### src/rtl/ep0_in_pkg.sv
package ep0_in_pkg;
  typedef enum logic [1:0] {
    STG_IDLE    = 2'd0,
    STG_DATA_IN = 2'd1,
    STG_STATUS  = 2'd2
  } stage_e;

  typedef enum logic [1:0] {
    TX_IDLE = 2'd0,
    TX_SEND = 2'd1,
    TX_WAIT = 2'd2
  } txst_e;
endpackage

### src/rtl/ep0_pkt_buf.sv
module ep0_pkt_buf #(
  parameter int MAX_PKT = 64,
  parameter int DATA_W  = 8,
  localparam int CNT_W  = $clog2(MAX_PKT + 1),
  localparam int ADDR_W = $clog2(MAX_PKT)
) (
  input  logic              clk,
  input  logic              rst,
  input  logic              wr_en,
  input  logic [DATA_W-1:0] wr_data,
  input  logic              arm,
  input  logic              flush,
  input  logic              clr_err,
  input  logic              rd_en,
  input  logic [ADDR_W-1:0] rd_addr,
  output logic [DATA_W-1:0] rd_data,
  output logic [CNT_W-1:0]  count,
  output logic              valid,
  output logic              ovf
);
  logic [DATA_W-1:0] mem [MAX_PKT];
  logic              full;
  logic              wr_ok;

  assign full  = (count == CNT_W'(MAX_PKT));
  assign wr_ok = wr_en && !valid && !full && !flush;

  // storage with one write and one registered read port
  always_ff @(posedge clk) begin
    if (wr_ok) mem[count[ADDR_W-1:0]] <= wr_data;
    if (rd_en) rd_data <= mem[rd_addr];
  end

  always_ff @(posedge clk) begin
    if (rst) begin
      count <= '0;
      valid <= 1'b0;
    end else if (flush) begin
      count <= '0;
      valid <= 1'b0;
    end else begin
      if (wr_ok) count <= count + CNT_W'(1);
      if (arm)   valid <= 1'b1;
    end
  end

  always_ff @(posedge clk) begin
    if (rst) ovf <= 1'b0;
    else if (wr_en && !wr_ok && !flush) ovf <= 1'b1;
    else if (clr_err) ovf <= 1'b0;
  end


  armed_wr_ignored_chk: assert property (@(posedge clk) disable iff (rst)
    (wr_en && valid && !flush) |=> (count == $past(count)) && ovf);


  full_wr_ignored_chk: assert property (@(posedge clk) disable iff (rst)
    (wr_en && full && !flush) |=> (count == CNT_W'(MAX_PKT)) && ovf);


  flush_empty_chk: assert property (@(posedge clk) disable iff (rst)
    flush |=> (count == '0) && !valid);
endmodule

### src/rtl/ep0_stage_ctl.sv
module ep0_stage_ctl
  import ep0_in_pkg::*;
(
  input  logic   clk,
  input  logic   rst,
  input  logic   tok_setup,
  input  logic   tok_out,
  input  logic   fw_start_in,
  output stage_e stage
);
  always_ff @(posedge clk) begin
    if (rst || tok_setup) begin
      stage <= STG_IDLE;
    end else begin
      case (stage)
        STG_IDLE:    if (fw_start_in) stage <= STG_DATA_IN;
        STG_DATA_IN: if (tok_out)     stage <= STG_STATUS;
        default:     stage <= stage;
      endcase
    end
  end


  setup_to_idle_chk: assert property (@(posedge clk) disable iff (rst)
    tok_setup |=> stage == STG_IDLE);


  out_to_status_chk: assert property (@(posedge clk) disable iff (rst)
    (stage == STG_DATA_IN && tok_out && !tok_setup) |=> stage == STG_STATUS);


  start_in_chk: assert property (@(posedge clk) disable iff (rst)
    (stage == STG_IDLE && fw_start_in && !tok_setup) |=> stage == STG_DATA_IN);
endmodule

### src/rtl/ep0_tx_engine.sv
module ep0_tx_engine
  import ep0_in_pkg::*;
#(
  parameter int MAX_PKT = 64,
  localparam int CNT_W  = $clog2(MAX_PKT + 1),
  localparam int ADDR_W = $clog2(MAX_PKT)
) (
  input  logic              clk,
  input  logic              rst,
  input  logic              in_stage,
  input  logic              tok_in,
  input  logic              hs_ack,
  input  logic              abort,
  input  logic              irq_en,
  input  logic              clr_done,
  input  logic              pkt_valid,
  input  logic [CNT_W-1:0]  pkt_len,
  output logic              rd_en,
  output logic [ADDR_W-1:0] rd_addr,
  output logic              pkt_done,
  output logic              tx_start,
  output logic [CNT_W-1:0]  tx_len,
  output logic              tx_valid,
  output logic              tx_last,
  output logic              nak,
  output logic              done,
  output logic              irq
);
  txst_e            state;
  logic [CNT_W-1:0] ptr;
  logic [CNT_W-1:0] ptr_nxt;
  logic             live;
  logic             start_go;
  logic             nak_go;
  logic             done_nxt;

  assign live     = in_stage && !abort;
  assign ptr_nxt  = ptr + CNT_W'(1);
  assign rd_en    = live && (state == TX_SEND) && (ptr != pkt_len);
  assign rd_addr  = ptr[ADDR_W-1:0];
  assign pkt_done = live && (state == TX_WAIT) && hs_ack;
  assign start_go = live && tok_in && pkt_valid && (state != TX_SEND) && !pkt_done;
  assign nak_go   = tok_in && !abort && (!in_stage || (!pkt_valid && state != TX_SEND));
  assign done_nxt = pkt_done ? 1'b1 : (clr_done ? 1'b0 : done);

  always_ff @(posedge clk) begin
    if (rst) begin
      state <= TX_IDLE;
      ptr   <= '0;
    end else if (!live) begin
      state <= TX_IDLE;
      ptr   <= '0;
    end else begin
      case (state)
        TX_IDLE: if (start_go) begin
          state <= TX_SEND;
          ptr   <= '0;
        end
        TX_SEND: if (ptr == pkt_len) state <= TX_WAIT;
                 else ptr <= ptr_nxt;
        TX_WAIT: if (pkt_done) begin
          state <= TX_IDLE;
        end else if (start_go) begin
          state <= TX_SEND;
          ptr   <= '0;
        end
        default: state <= TX_IDLE;
      endcase
    end
  end

  always_ff @(posedge clk) begin
    if (rst) begin
      tx_start <= 1'b0;
      tx_len   <= '0;
      tx_valid <= 1'b0;
      tx_last  <= 1'b0;
      nak      <= 1'b0;
      done     <= 1'b0;
      irq      <= 1'b0;
    end else begin
      tx_start <= start_go;
      if (start_go) tx_len <= pkt_len;
      tx_valid <= rd_en;
      tx_last  <= rd_en && (ptr_nxt == pkt_len);
      nak      <= nak_go;
      done     <= done_nxt;
      irq      <= done_nxt && irq_en;
    end
  end


  nak_excl_start_chk: assert property (@(posedge clk) disable iff (rst)
    !(nak && tx_start));


  last_with_valid_chk: assert property (@(posedge clk) disable iff (rst)
    tx_last |-> tx_valid);


  ack_sets_done_chk: assert property (@(posedge clk) disable iff (rst)
    (state == TX_WAIT && hs_ack && live) |=> done && !pkt_valid);


  done_sticky_chk: assert property (@(posedge clk) disable iff (rst)
    (done && !clr_done) |=> done);


  resend_chk: assert property (@(posedge clk) disable iff (rst)
    (state == TX_WAIT && tok_in && !hs_ack && live) |=> tx_start);
endmodule

### src/rtl/ep0_in_ctrl.sv
module ep0_in_ctrl
  import ep0_in_pkg::*;
#(
  parameter int MAX_PKT = 64,
  parameter int DATA_W  = 8,
  localparam int CNT_W  = $clog2(MAX_PKT + 1),
  localparam int ADDR_W = $clog2(MAX_PKT)
) (
  input  logic              clk,
  input  logic              rst,
  input  logic              fw_wr_en,
  input  logic [DATA_W-1:0] fw_wr_data,
  input  logic              fw_arm,
  input  logic              fw_start_in,
  input  logic              fw_clr_done,
  input  logic              fw_clr_err,
  input  logic              fw_irq_en,
  input  logic              tok_setup,
  input  logic              tok_in,
  input  logic              tok_out,
  input  logic              hs_ack,
  output logic              tx_start,
  output logic [CNT_W-1:0]  tx_len,
  output logic              tx_valid,
  output logic [DATA_W-1:0] tx_data,
  output logic              tx_last,
  output logic              nak,
  output logic [1:0]        stage,
  output logic [CNT_W-1:0]  byte_cnt,
  output logic              done_flag,
  output logic              irq,
  output logic              ovf_err
);
  stage_e            stg;
  logic              pkt_valid;
  logic              pkt_done;
  logic              rd_en;
  logic [ADDR_W-1:0] rd_addr;
  logic              flush;

  assign flush = tok_setup || pkt_done;
  assign stage = stg;

  ep0_stage_ctl u_stage (
    .clk         (clk),
    .rst         (rst),
    .tok_setup   (tok_setup),
    .tok_out     (tok_out),
    .fw_start_in (fw_start_in),
    .stage       (stg)
  );

  ep0_pkt_buf #(.MAX_PKT(MAX_PKT), .DATA_W(DATA_W)) u_buf (
    .clk     (clk),
    .rst     (rst),
    .wr_en   (fw_wr_en),
    .wr_data (fw_wr_data),
    .arm     (fw_arm),
    .flush   (flush),
    .clr_err (fw_clr_err),
    .rd_en   (rd_en),
    .rd_addr (rd_addr),
    .rd_data (tx_data),
    .count   (byte_cnt),
    .valid   (pkt_valid),
    .ovf     (ovf_err)
  );

  ep0_tx_engine #(.MAX_PKT(MAX_PKT)) u_eng (
    .clk       (clk),
    .rst       (rst),
    .in_stage  (stg == STG_DATA_IN),
    .tok_in    (tok_in),
    .hs_ack    (hs_ack),
    .abort     (tok_setup),
    .irq_en    (fw_irq_en),
    .clr_done  (fw_clr_done),
    .pkt_valid (pkt_valid),
    .pkt_len   (byte_cnt),
    .rd_en     (rd_en),
    .rd_addr   (rd_addr),
    .pkt_done  (pkt_done),
    .tx_start  (tx_start),
    .tx_len    (tx_len),
    .tx_valid  (tx_valid),
    .tx_last   (tx_last),
    .nak       (nak),
    .done      (done_flag),
    .irq       (irq)
  );


  in_outside_stage_nak_chk: assert property (@(posedge clk) disable iff (rst)
    (tok_in && !tok_setup && stg != STG_DATA_IN) |=> nak && !tx_start);
endmodule

### config.mk
export PLATFORM = sky130hd
export DESIGN_NAME = ep0_in_ctrl
export DESIGN_NICKNAME = d
export VERILOG_FILES = /design/src/rtl/ep0_in_pkg.sv /design/src/rtl/ep0_pkt_buf.sv /design/src/rtl/ep0_stage_ctl.sv /design/src/rtl/ep0_tx_engine.sv /design/src/rtl/ep0_in_ctrl.sv
export SDC_FILE = /design/constraint.sdc
export NUM_CORES = 1
export LEC_CHECK = 0
export BUFFER_PORTS_ARGS = -buffer_cell sky130_fd_sc_hd__buf_2
export CAP_MARGIN = 0
export CORE_MARGIN = 5
export CORE_UTILIZATION = 45
export CTS_BUF_LIST = sky130_fd_sc_hd__clkbuf_4
export DETAILED_ROUTE_END_ITERATION = 10
export GPL_ROUTABILITY_DRIVEN = 0
export PLACE_DENSITY = 0.64
export SYNTH_ARGS = -nofsm -noshare
export SYNTH_HDL_FRONTEND = slang
export SYNTH_HIERARCHICAL = 1
export SYNTH_SLANG_ARGS = --single-unit
### constraint.sdc
create_clock -name clk -period 6.46 [get_ports clk]
set_clock_uncertainty 0.2 [all_clocks]
set_input_delay 0.646 -clock clk [delete_from_list [all_inputs] [get_ports clk]]
set_output_delay 0.646 -clock clk [all_outputs]
set_load 0.02 [all_outputs]
==> results of run 1 <==
==> cells in the mapped netlist, types with 6 or more instances <==
master / count
edfxtp_1: 520
xnor2_1: 12
mux4_1: 10
nor2_1: 96
dfxtp_1: 33
clkbuf_1: 20
buf_4: 14
a21o_1: 7
mux2_2: 17
nand3_1: 18
a211oi_1: 7
o221ai_1: 7
nand2b_1: 6
mux2i_1: 28
inv_1: 8
nand2_1: 21
mux4_2: 118
o22ai_1: 11
buf_2: 21
nor4_1: 6
nor2b_1: 14
nor3_1: 8
o21ai_0: 11
a21oi_1: 22
==> per-layer routing <==
layer,vias to the layer above,GRT usage [%],share of wire (%)
li1,4946,-,-
met1,5855,26.8,43
met2,476,28.8,47
met3,74,4.98,8.3
met4,0,6.48,1.9
met5,-,0,0
==> kinds of logic (layout without fill, tap and decap cells) <==
family / count (synthesis) / in the layout / share of synthesized area, %
compound gates: 88 / 88 / 2.71
xor+xnor: 16 / 16 / 0.640
fa+ha+maj: 3 / 3 / 0.171
buf+inv: 73 / 329 / 1.86
flops: 553 / 553 / 74.3
mux: 173 / 173 / 15.5
other cells: 0 / 1 / 0
simple gates: 209 / 209 / 4.80
==> worst register-to-register path, delay by kind of cell, from the launching register on <==
kind / cells / cell delay [ns]
flops: 1 / 0.33
buf+inv: 1 / 0.04
simple gates: 8 / 2.86
compound gates: 1 / 0.17
==> report_power, final <==
part | internal [mW] | switching, mW | leakage, nW
combinational | 0.0219 | 0.0800 | 1.81
clock | 1.42 | 1.34 | 1.01
sequential | 3.92 | 0.00245 | 4.94
total | 5.36 | 1.42 | 7.76
==> flip-flops by register name, summed over array words and instances (netlist names), 2 cells and up <==
signal and count:
u_buf/count 7, u_eng/ptr 7, u_stage/stage 2, u_buf/mem 512, u_eng/tx_len 7, u_buf/rd_data 8
u_eng/state 2
==> cell usage in the layout, fill, tap and decap left out, types with 8 or more instances in the layout <==
| cell | n |
|---|---|
| edfxtp_1 | 520 |
| mux4_1 | 10 |
| clkbuf_4 | 193 |
| mux2i_1 | 28 |
| a21oi_1 | 22 |
| nand3_1 | 18 |
| nor3_1 | 8 |
| mux4_2 | 118 |
| buf_2 | 50 |
| xnor2_1 | 12 |
| clkinv_1 | 33 |
| o22ai_1 | 11 |
| dfxtp_1 | 29 |
| buf_4 | 16 |
| nor2b_1 | 14 |
| nor2_1 | 96 |
| mux2_2 | 17 |
| o21ai_0 | 11 |
| nand2_1 | 21 |
| inv_1 | 8 |
| dlygate4sd3_1 | 13 |
==> through the flow <==
stage	hold WS (ns)	power, mW	setup WS [ns]	cells
after global placement	0.258	4.09	2.44	1733
after global routing	0.125	7.07	2.45	1987
after detailed placement	0.262	4.10	2.38	1733
after floorplan	0.290	4.02	3.53	1115
final	0.163	6.78	2.50	1987
after CTS	0.0945	6.87	2.62	1986
==> final cells by class <==
class	instances	share of cell area (%)
tap	615	3.14
multi-input combinational	489	21.3
timing repair buffer	81	2.21
clock buffer	193	5.91
clock inverter	47	0.858
antenna	1	0.0102
sequential	553	66.5
inverter	8	0.123
==> how the worst max path moves through the flow <==
stage | from | endpoint | slack, ns | cells past startpoint
global placement | tok_setup | u_buf/mem[3][0]$_DFFE_PP_ | 2.44 | 10
global route | u_stage/stage[0]$_SDFFE_PP0P_ | u_buf/mem[3][4]$_DFFE_PP_ | 2.45 | 10
finish | u_stage/stage[0]$_SDFFE_PP0P_ | u_buf/mem[3][3]$_DFFE_PP_ | 2.50 | 10
detailed placement | tok_setup | u_buf/mem[11][2]$_DFFE_PP_ | 2.38 | 10
CTS | u_stage/stage[0]$_SDFFE_PP0P_ | u_buf/mem[3][3]$_DFFE_PP_ | 2.62 | 10
floorplan | hs_ack | u_buf/mem[59][0]$_DFFE_PP_ | 3.53 | 9
==> metrics.txt, run 1 <==
HPWL reported at the end of detailed placement=29,100 um; WL final=49,900 um; CTS tree=built; htree depth=4; cell chain of the critical path=nor2b_1, or2b_1, or3_1, inv_1, or2_1, nor2b_1, o311ai_4, nor2_1, nand3_1, nor2_1; Crit path max-delay family=simple AND/OR/NAND/NOR gates; LEAKAGE=7.76 nW; register area=16,300 um^2; PD cells=277 nW/um^2; starting DRC count in detailed routing=approximately 1,100; share of cells above drive strength 1=31.5%; FF+latch count, synth=~550; first-pass GRT wire length=74,100 um; Post-Synthesis Cells=1,115; Worst-Margin Slew=0.988 ns; CTS clk-pin slew, worst paths=0.06 ns; largest net degree at the start of global routing=72; vias in the first global route=11,600; fmax=0.252 GHz; Cell Area, Synth=approximately 22,000 um^2; Finish-stage setup viols=0; hold buffers post-CTS=13; post-route cell area=around 25,000 um^2; Post-synth EDFFs=520; setup_tns=0 ns; top cells by area, synth=edfxtp_1, mux4_2, dfxtp_1; CP arrival=4.21 ns; part of the cycle the worst path needs=61.3%; post-cts resize count=0; peak supply drop=162 uV; Slew Limit Fails=0; Vias=11,400; initial antenna violation count=1; Hold WC Path Type=input pin to flop; Critical Path Fanout Max=8; Synth area leader=edfxtp_1; RR Endpoint=u_buf/mem[3][3]$_DFFE_PP_; Ys Warns=6; GRT Total Usage=18.9%; Layout area overhead=11.9%; row cnt=80; routed length per instance=about 25 um; Root Driver=clkbuf_4; status=completed; reg-to-reg startpoint=u_stage/stage[0]$_SDFFE_PP0P_; register area share after synthesis=between 70% and 80%; I/O pin total=51; # clock sinks=553; DRT antenna net count=0; Hold Path End=u_buf/count[0]$_SDFFE_PP0P_; # fillers=about 3,800; share of the synthesized area in the top cell type=a little under three quarters; Crit-path slowest cell=nor2_1; footprint of the multi-input gates=5210 um^2; remaining routing DRC violations=0; Core Util, Final=51.1%; Worst setup SP type=flop; die footprint=53,200 um^2; syn_nets=1,138; dpl cell area=around 23,000 um^2; Avg Synthesized Cell Area=between 15 and 20 um^2; grt total ovfl=0; Yosys cell types=59; path type of the worst setup path=flop to flop; MaxCap Viol Count=0; slew margin rel.=34.0%; CTS Buf Count=138; Hold Crit Depth=5; max incr delay on CP=roughly 0.9 ns; nets@finish=1,294; Worst-Skew Late Latency=just over 0.8 ns; CP Buf/Inv Count=1; Initial Util=45.7%; Worst EP required=6.71 ns; DIE WIDTH=231 um; crit path time final=3.96 ns; worst reg2reg path depth=10; Max clock buf depth=3; Setup Buffers After CTS=0; r2r setup slk=2.50 ns; IO Port Bufs=50; Core Area=47,900 um^2; Top FF cell, synth=edfxtp_1; hold wc startpoint=fw_wr_en; Crit. End Element=flop; Hold Vio Cnt, Final=0; ys async rst share=0%; die height=231 um; RSZ-0062 raised after global routing=false; Vias per Instance=5.71; DRT Pass-1 Iters=5
Power figures use the tool's default switching activity.
==> run 2: changes to the inputs <==
ABC_AREA = 1   (was not set)
clock period = 4.1 ns   (was 6.46 ns; I/O delays follow)
==> run 2 against run 1 <==
  * Synthesized cell count rose by 85%
  * Count of clock-buffer cells in the layout rose by 7
  * Sequential cell count did not move
  * Worst hold slack got worse by 0.019 ns
  * Clock power rose by 71%
  * First-iteration DRC count rose by 37%
  * Fmax rose by 11%
  * Critical path type unchanged
  * Largest cell class unchanged
==> metrics.txt, run 2 <==
status=completed; Avg Synthesized Cell Area=11.2 um^2; syn_nets=2,082; Critical Path Fanout Max=10; r2r setup slk=0.52 ns; Ys Warns=6; Top FF cell, synth=edfxtp_1; row cnt=83; Sw Pwr=between 2 and 2.5 mW; Post-Synthesis Cells=2,059; Vias=about 16,000; setup_tns=0 ns; Worst-Margin Slew=around 1.2 ns; commonest non-fill, non-tap cell in the layout=nand2_1; placed cells=about 2,700; Worst EP required=between 4 and 5 ns; power share of the sequential group=55.7%; # clock sinks=~550; vias in the first global route=~16,000; HPWL reported at the end of detailed placement=34,400 um; CTS clk-pin slew, worst paths=0.06 ns; busiest grt layer=met2; RSZ-0062 raised after global routing=false; grt total ovfl=0; first-pass GRT wire length=~90,000 um; max reg flops=512; Hold WC Path Type=input pin to flop; DRT Pass-1 Iters=8; Clock power frac=42.6%; initial antenna violation count=1; Core Area=51,000 um^2; die height=236 um; Setup Buffers After CTS=0; Hold Vio Cnt, Final=0; starting DRC count in detailed routing=1,520; met3 Use GR=approximately 5.3%; CP arrival=3.84 ns; Global Route met1 Usage=a little over a quarter; Max clock buf depth=3; share of the synthesized area in the top cell type=slightly below 70%; most frequent cells in the layout=nand2_1, edfxtp_1, nand3_1; PD cells=around 430 nW/um^2; register area share after synthesis=70.7%; switch share=20.1%; DIE WIDTH=236 um; pre-CTS setup slack=about 0.59 ns; Worst-Skew Late Latency=0.84 ns; routed length per instance=20.1 um; Synth area leader=edfxtp_1; WL final=59,100 um; part of the cycle the worst path needs=87.2%; worst reg2reg path depth=7; DRT antenna net count=0; Worst Setup SP=u_buf/count[0]$_SDFFE_PP0P_; Yosys cell types=37; reg-to-reg startpoint=u_buf/count[0]$_SDFFE_PP0P_; path type of the worst setup path=flop to flop; RR Endpoint=u_buf/mem[21][0]$_DFFE_PP_; fmax=~0.28 GHz; Hold Crit Depth=2; FF+latch count, synth=~550; post-route cell area=25,800 um^2; Post-synth EDFFs=520; share of cells above drive strength 1=14.7%; Comb power frac=1.7%; Worst setup SP type=flop; htree depth=4; # fillers=4,482; ys async rst share=0%; LEAKAGE=~9.4 nW; I/O pin total=51; dpl cell area=23,700 um^2; IO Port Bufs=50; Layout area overhead=12.0%; GRT Total Usage=between 20% and 30%; Post-Layout Cell Count=2,943; die footprint=55,800 um^2; peak supply drop=around 220 uV; slew margin rel.=20.0%; Root Driver=clkbuf_4; most common library cells after synthesis=nand2_1, edfxtp_1, nand3_1; Finish-stage setup viols=0; Slew Limit Fails=0; top cells by area, synth=edfxtp_1, nand2_1, nand3_1; CTS tree=built; crit path time final=3.58 ns; final setup margin=0.525 ns; largest net degree at the start of global routing=about 210; MaxCap Viol Count=0; met2 Usage GRT=~34%; most numerous cell in the Yosys netlist=nand2_1; Initial Util=45.2%; remaining routing DRC violations=0; Cell Area, Synth=roughly 23,000 um^2; nets@finish=2,196; Crit. End Element=flop; Worst setup endpoint=u_buf/mem[21][0]$_DFFE_PP_; Vias per Instance=about 5.4; CTS Buf Count=141; Pint=8.87 mW
run 2: cell count changes in the layout (fill, tap and decap cells not counted), moves of 17 or more:
cell / delta
nand2_1: +690
mux2i_1: -28
clkinv_1: -18
inv_1: +29
mux2_2: -17
nand3_1: +431
mux4_2: -118
run 2: power groups by stage:
| stage | clock network, mW | logic, mW | registers (mW) |
|---|---|---|---|
| global route | 5.20 | 0.209 | 6.17 |
| global placement | 0 | 0.179 | 6.30 |
| floorplan | 0 | 0.0391 | 6.30 |
| CTS | 4.86 | 0.195 | 6.18 |
| detailed placement | 0 | 0.180 | 6.30 |
| finish | 4.73 | 0.193 | 6.18 |
run 2: what timing repair did:
| action | CTS | global route |
|---|---|---|
| hold buffers | 25 | 0 |
| hold endpoints to repair | 113 | 0 |
| gates resized for setup | 0 | 0 |
| endpoints found under the setup margin | 0 | 0 |
run 2: layer usage:
layer	part of all wire [%]	vias up	wire length (um)
met5	0	-	0
met4	2.8	0	1640
met3	8.3	121	4930
met2	48	703	28300
met1	41	7576	24300
li1	-	7430	-
run 2: worst min-delay path by stage:
stage | start | end | slack [ns]
2_1_floorplan | u_eng/ptr[6]$_SDFFE_PP0P_ | u_eng/ptr[6]$_SDFFE_PP0P_ | 0.28
3_3_place_gp | u_eng/tx_len[6]$_SDFFE_PP0P_ | u_eng/tx_len[6]$_SDFFE_PP0P_ | 0.25
3_5_place_dp | u_buf/ovf$_SDFFE_PP0P_ | u_buf/ovf$_SDFFE_PP0P_ | 0.26
4_1_cts | fw_wr_data[2] | u_buf/mem[37][2]$_DFFE_PP_ | 0.08
5_1_grt | fw_wr_data[2] | u_buf/mem[36][2]$_DFFE_PP_ | 0.11
6_report | fw_wr_data[2] | u_buf/mem[36][2]$_DFFE_PP_ | 0.14
run 2: final cells by class:
| cell class | count | area [um^2] | area share (%) |
|---|---|---|---|
| Sequential cell | 553 | 16300 | 63.1 |
| Multi-Input combinational cell | 1336 | 5970 | 23.1 |
| Clock buffer | 200 | 1500 | 5.82 |
| Tap cell | 680 | 851 | 3.30 |
| Timing Repair Buffer | 92 | 686 | 2.66 |
| Clock inverter | 29 | 300 | 1.16 |
| Inverter | 49 | 210 | 0.814 |
| Antenna cell | 4 | 10.0 | 0.0388 |
run 2: critical path, cell delays in order, from the launching register on:
cell,delay (ns)
dfxtp_1,0.46
clkinv_1,0.45
ha_1,0.39
nand4_2,0.11
nand3_4,0.16
nor2_4,0.17
nand3_2,0.51
nor2_1,0.74
run 2: stage by stage:
stage                     power (mW)  util [%]  hold slack (ns)
after floorplan                 6.34         -            0.276
after global placement          6.48      46.6            0.252
after detailed placement        6.48      46.6            0.256
after CTS                       11.2      50.6           0.0801
after global routing            11.6      50.6            0.109
final                           11.1      50.6            0.144
run 2: cells by family after synthesis:
family	after synthesis	synth area share (%)
and+or+nand+nor	1290	24.5
DFF	553	70.7
buffers and inverters	170	3.44
AOI/OAI and AO/OA	30	0.652
xor gates and xnor gates	13	0.560
adders and majority gates	3	0.163
==> run 3: changes to the inputs <==
GPL_TIMING_DRIVEN = 0   (was not set)
==> run 3 against run 2 <==
  * First-iteration DRC count rose by 32%
  * Sequential power hardly changed
  * Setup slack worse by 0.29 ns
  * Via count grew 8.3%
  * Largest power group unchanged
  * Sequential share of layout area fell by 1.3 points
  * Cell area rose by 2.1%
  * Clock power grew 4.4%
==> metrics.txt, run 3 (synthesized netlist as in run 2, its figures left out) <==
status=completed; setup_tns=0 ns; Critical Path Fanout Max=10; row cnt=83; Core Area=51,000 um^2; Crit-path slowest cell=nor2_1; Setup Buffers After CTS=0; Pint=8.95 mW; share of cells above drive strength 1=16.1%; CP Buf/Inv Count=5; Finish-stage setup viols=0; PD cells=429 nW/um^2; hold buffers post-CTS=31; nets@finish=2,313; Vias per Instance=~5.6; Worst setup SP type=flop; slew margin rel.=under 10%; Crit. End Element=flop; switch share=roughly a fifth; remaining routing DRC violations=0; CTS Buf Count=145; Root Driver=clkbuf_4; cell chain of the critical path=nor2_2, nand3_2, dlygate4sd3_1, inv_2, inv_1, nand2_1, inv_1, nand2_1, inv_1, nand3_4, nor2_4, nand3_2, nor2_1; Power Total=11.3 mW; IO Port Bufs=50; Hold Vio Cnt, Final=0; hold wc startpoint=fw_wr_data[5]; vias in the first global route=16,400; Worst-Skew Late Latency=between 0.9 and 1 ns; initial antenna violation count=3; Clock power frac=43.7%; first-pass GRT wire length=about 100,000 um; die height=236 um; most frequent cells in the layout=nand2_1, edfxtp_1, nand3_1; Hold Crit Depth=1; DRT antenna net count=0; worst reg2reg path depth=13; DIE WIDTH=236 um; RSZ-0062 raised after global routing=false; starting DRC count in detailed routing=2,012; GRT Total Usage=23.7%; MaxCap Viol Count=0; Hold Path End=u_buf/mem[36][5]$_DFFE_PP_; Layout area overhead=14.4%; Hold WC Path Type=input pin to flop; crit path time final=3.86 ns; WL final=67,300 um; Worst EP required=4.45 ns; grt total ovfl=0; LEAKAGE=approximately 9.8 nW; part of the cycle the worst path needs=94.2%; # fillers=4,504; fmax=0.259 GHz; WP depth=13; peak supply drop=183 uV; r2r setup slk=0.24 ns; power share of the sequential group=between 50 and 60%; CTS clk-pin slew, worst paths=0.07 ns; post-cts resize count=0; Worst-Margin Slew=around 1.4 ns; # clock sinks=approximately 550; Comb power frac=between 1.5 and 2%; htree depth=4; CP arrival=4.21 ns; I/O pin total=51; CTS tree=built; Crit path max-delay family=simple AND/OR/NAND/NOR gates; RR Endpoint=u_buf/mem[49][1]$_DFFE_PP_; Max clock buf depth=3; commonest non-fill, non-tap cell in the layout=nand2_1; max incr delay on CP=0.92 ns; Sw Pwr=2.35 mW; Slew Limit Fails=0; die footprint=55,800 um^2; path type of the worst setup path=flop to flop; reg-to-reg startpoint=u_eng/state[0]$_SDFFE_PP0P_; Initial Util=45.2%; HPWL reported at the end of detailed placement=43,200 um; routed length per instance=22.0 um; largest net degree at the start of global routing=65; Vias=about 17,000; Worst path most repeated cell=inv_1; DRT Pass-1 Iters=9; max reg flops=512
-- run 3: changes by cell type in the layout (fill, tap and decap cells not counted), sizes merged --
| cell | before | now |
|---|---|---|
| buf | 67 | 139 |
| clkbuf | 200 | 239 |
| clkinv | 18 | 24 |
| clkinvlp | 1 | 0 |
| diode | 4 | 2 |
| dlygate4sd3 | 25 | 34 |
| inv | 51 | 50 |
-- run 3: routing by layer --
| layer | GRT usage (%) | wire (um) |
|---|---|---|
| met3 | 6.15 | 6580 |
| met2 | 36.6 | 31000 |
| met5 | 0 | 27 |
| met4 | 10.8 | 2490 |
| met1 | 31.9 | 27200 |
-- run 3: layout make-up --
class / instances / area (um^2) / area share, %
plain buffers: 121 / 589 / 2.24
repair buffers: 84 / 601 / 2.28
inverters: 49 / 203 / 0.769
well taps: 680 / 851 / 3.23
multi-input cells: 1336 / 5970 / 22.6
diodes: 2 / 5.00 / 0.0190
flip-flops and latches: 553 / 16300 / 61.8
clock buffers: 207 / 1550 / 5.90
clock inverters: 33 / 312 / 1.18
-- run 3: worst max path at each step --
stage	startpoint	slack [ns]	end
global route	u_stage/stage[0]$_SDFFE_PP0P_	0.11	u_buf/count[2]$_SDFFE_PP0P_
global placement	u_buf/count[0]$_SDFFE_PP0P_	0.53	u_buf/mem[33][5]$_DFFE_PP_
CTS	u_stage/stage[0]$_SDFFE_PP0P_	0.29	u_buf/count[2]$_SDFFE_PP0P_
detailed placement	u_buf/count[0]$_SDFFE_PP0P_	0.44	u_buf/mem[49][1]$_DFFE_PP_
floorplan	u_buf/count[0]$_SDFFE_PP0P_	1.11	u_buf/mem[63][0]$_DFFE_PP_
finish	u_eng/state[0]$_SDFFE_PP0P_	0.24	u_buf/mem[49][1]$_DFFE_PP_
-- run 3: per-stage QoR --
step / hold slack [ns] / worst slack [ns] / cells / util (%) / area, um^2
finish: 0.128 / 0.237 / 3065 / 51.7 / 26400
global route: 0.119 / 0.110 / 3065 / 51.7 / 26400
CTS: 0.0635 / 0.286 / 3060 / 51.6 / 26300
detailed placement: 0.257 / 0.442 / 2789 / 47.3 / 24100
global placement: 0.251 / 0.534 / 2789 / 47.3 / 24100
floorplan: 0.276 / 1.11 / 2059 / - / 23000
-- run 3: power groups by stage --
stage / sequential (mW) / clock [mW] / combinational [mW]
4_1_cts: 6.18 / 5.04 / 0.184
3_3_place_gp: 6.30 / 0 / 0.165
3_5_place_dp: 6.30 / 0 / 0.169
5_1_grt: 6.18 / 5.34 / 0.201
6_report: 6.18 / 4.94 / 0.185
2_1_floorplan: 6.30 / 0 / 0.0391
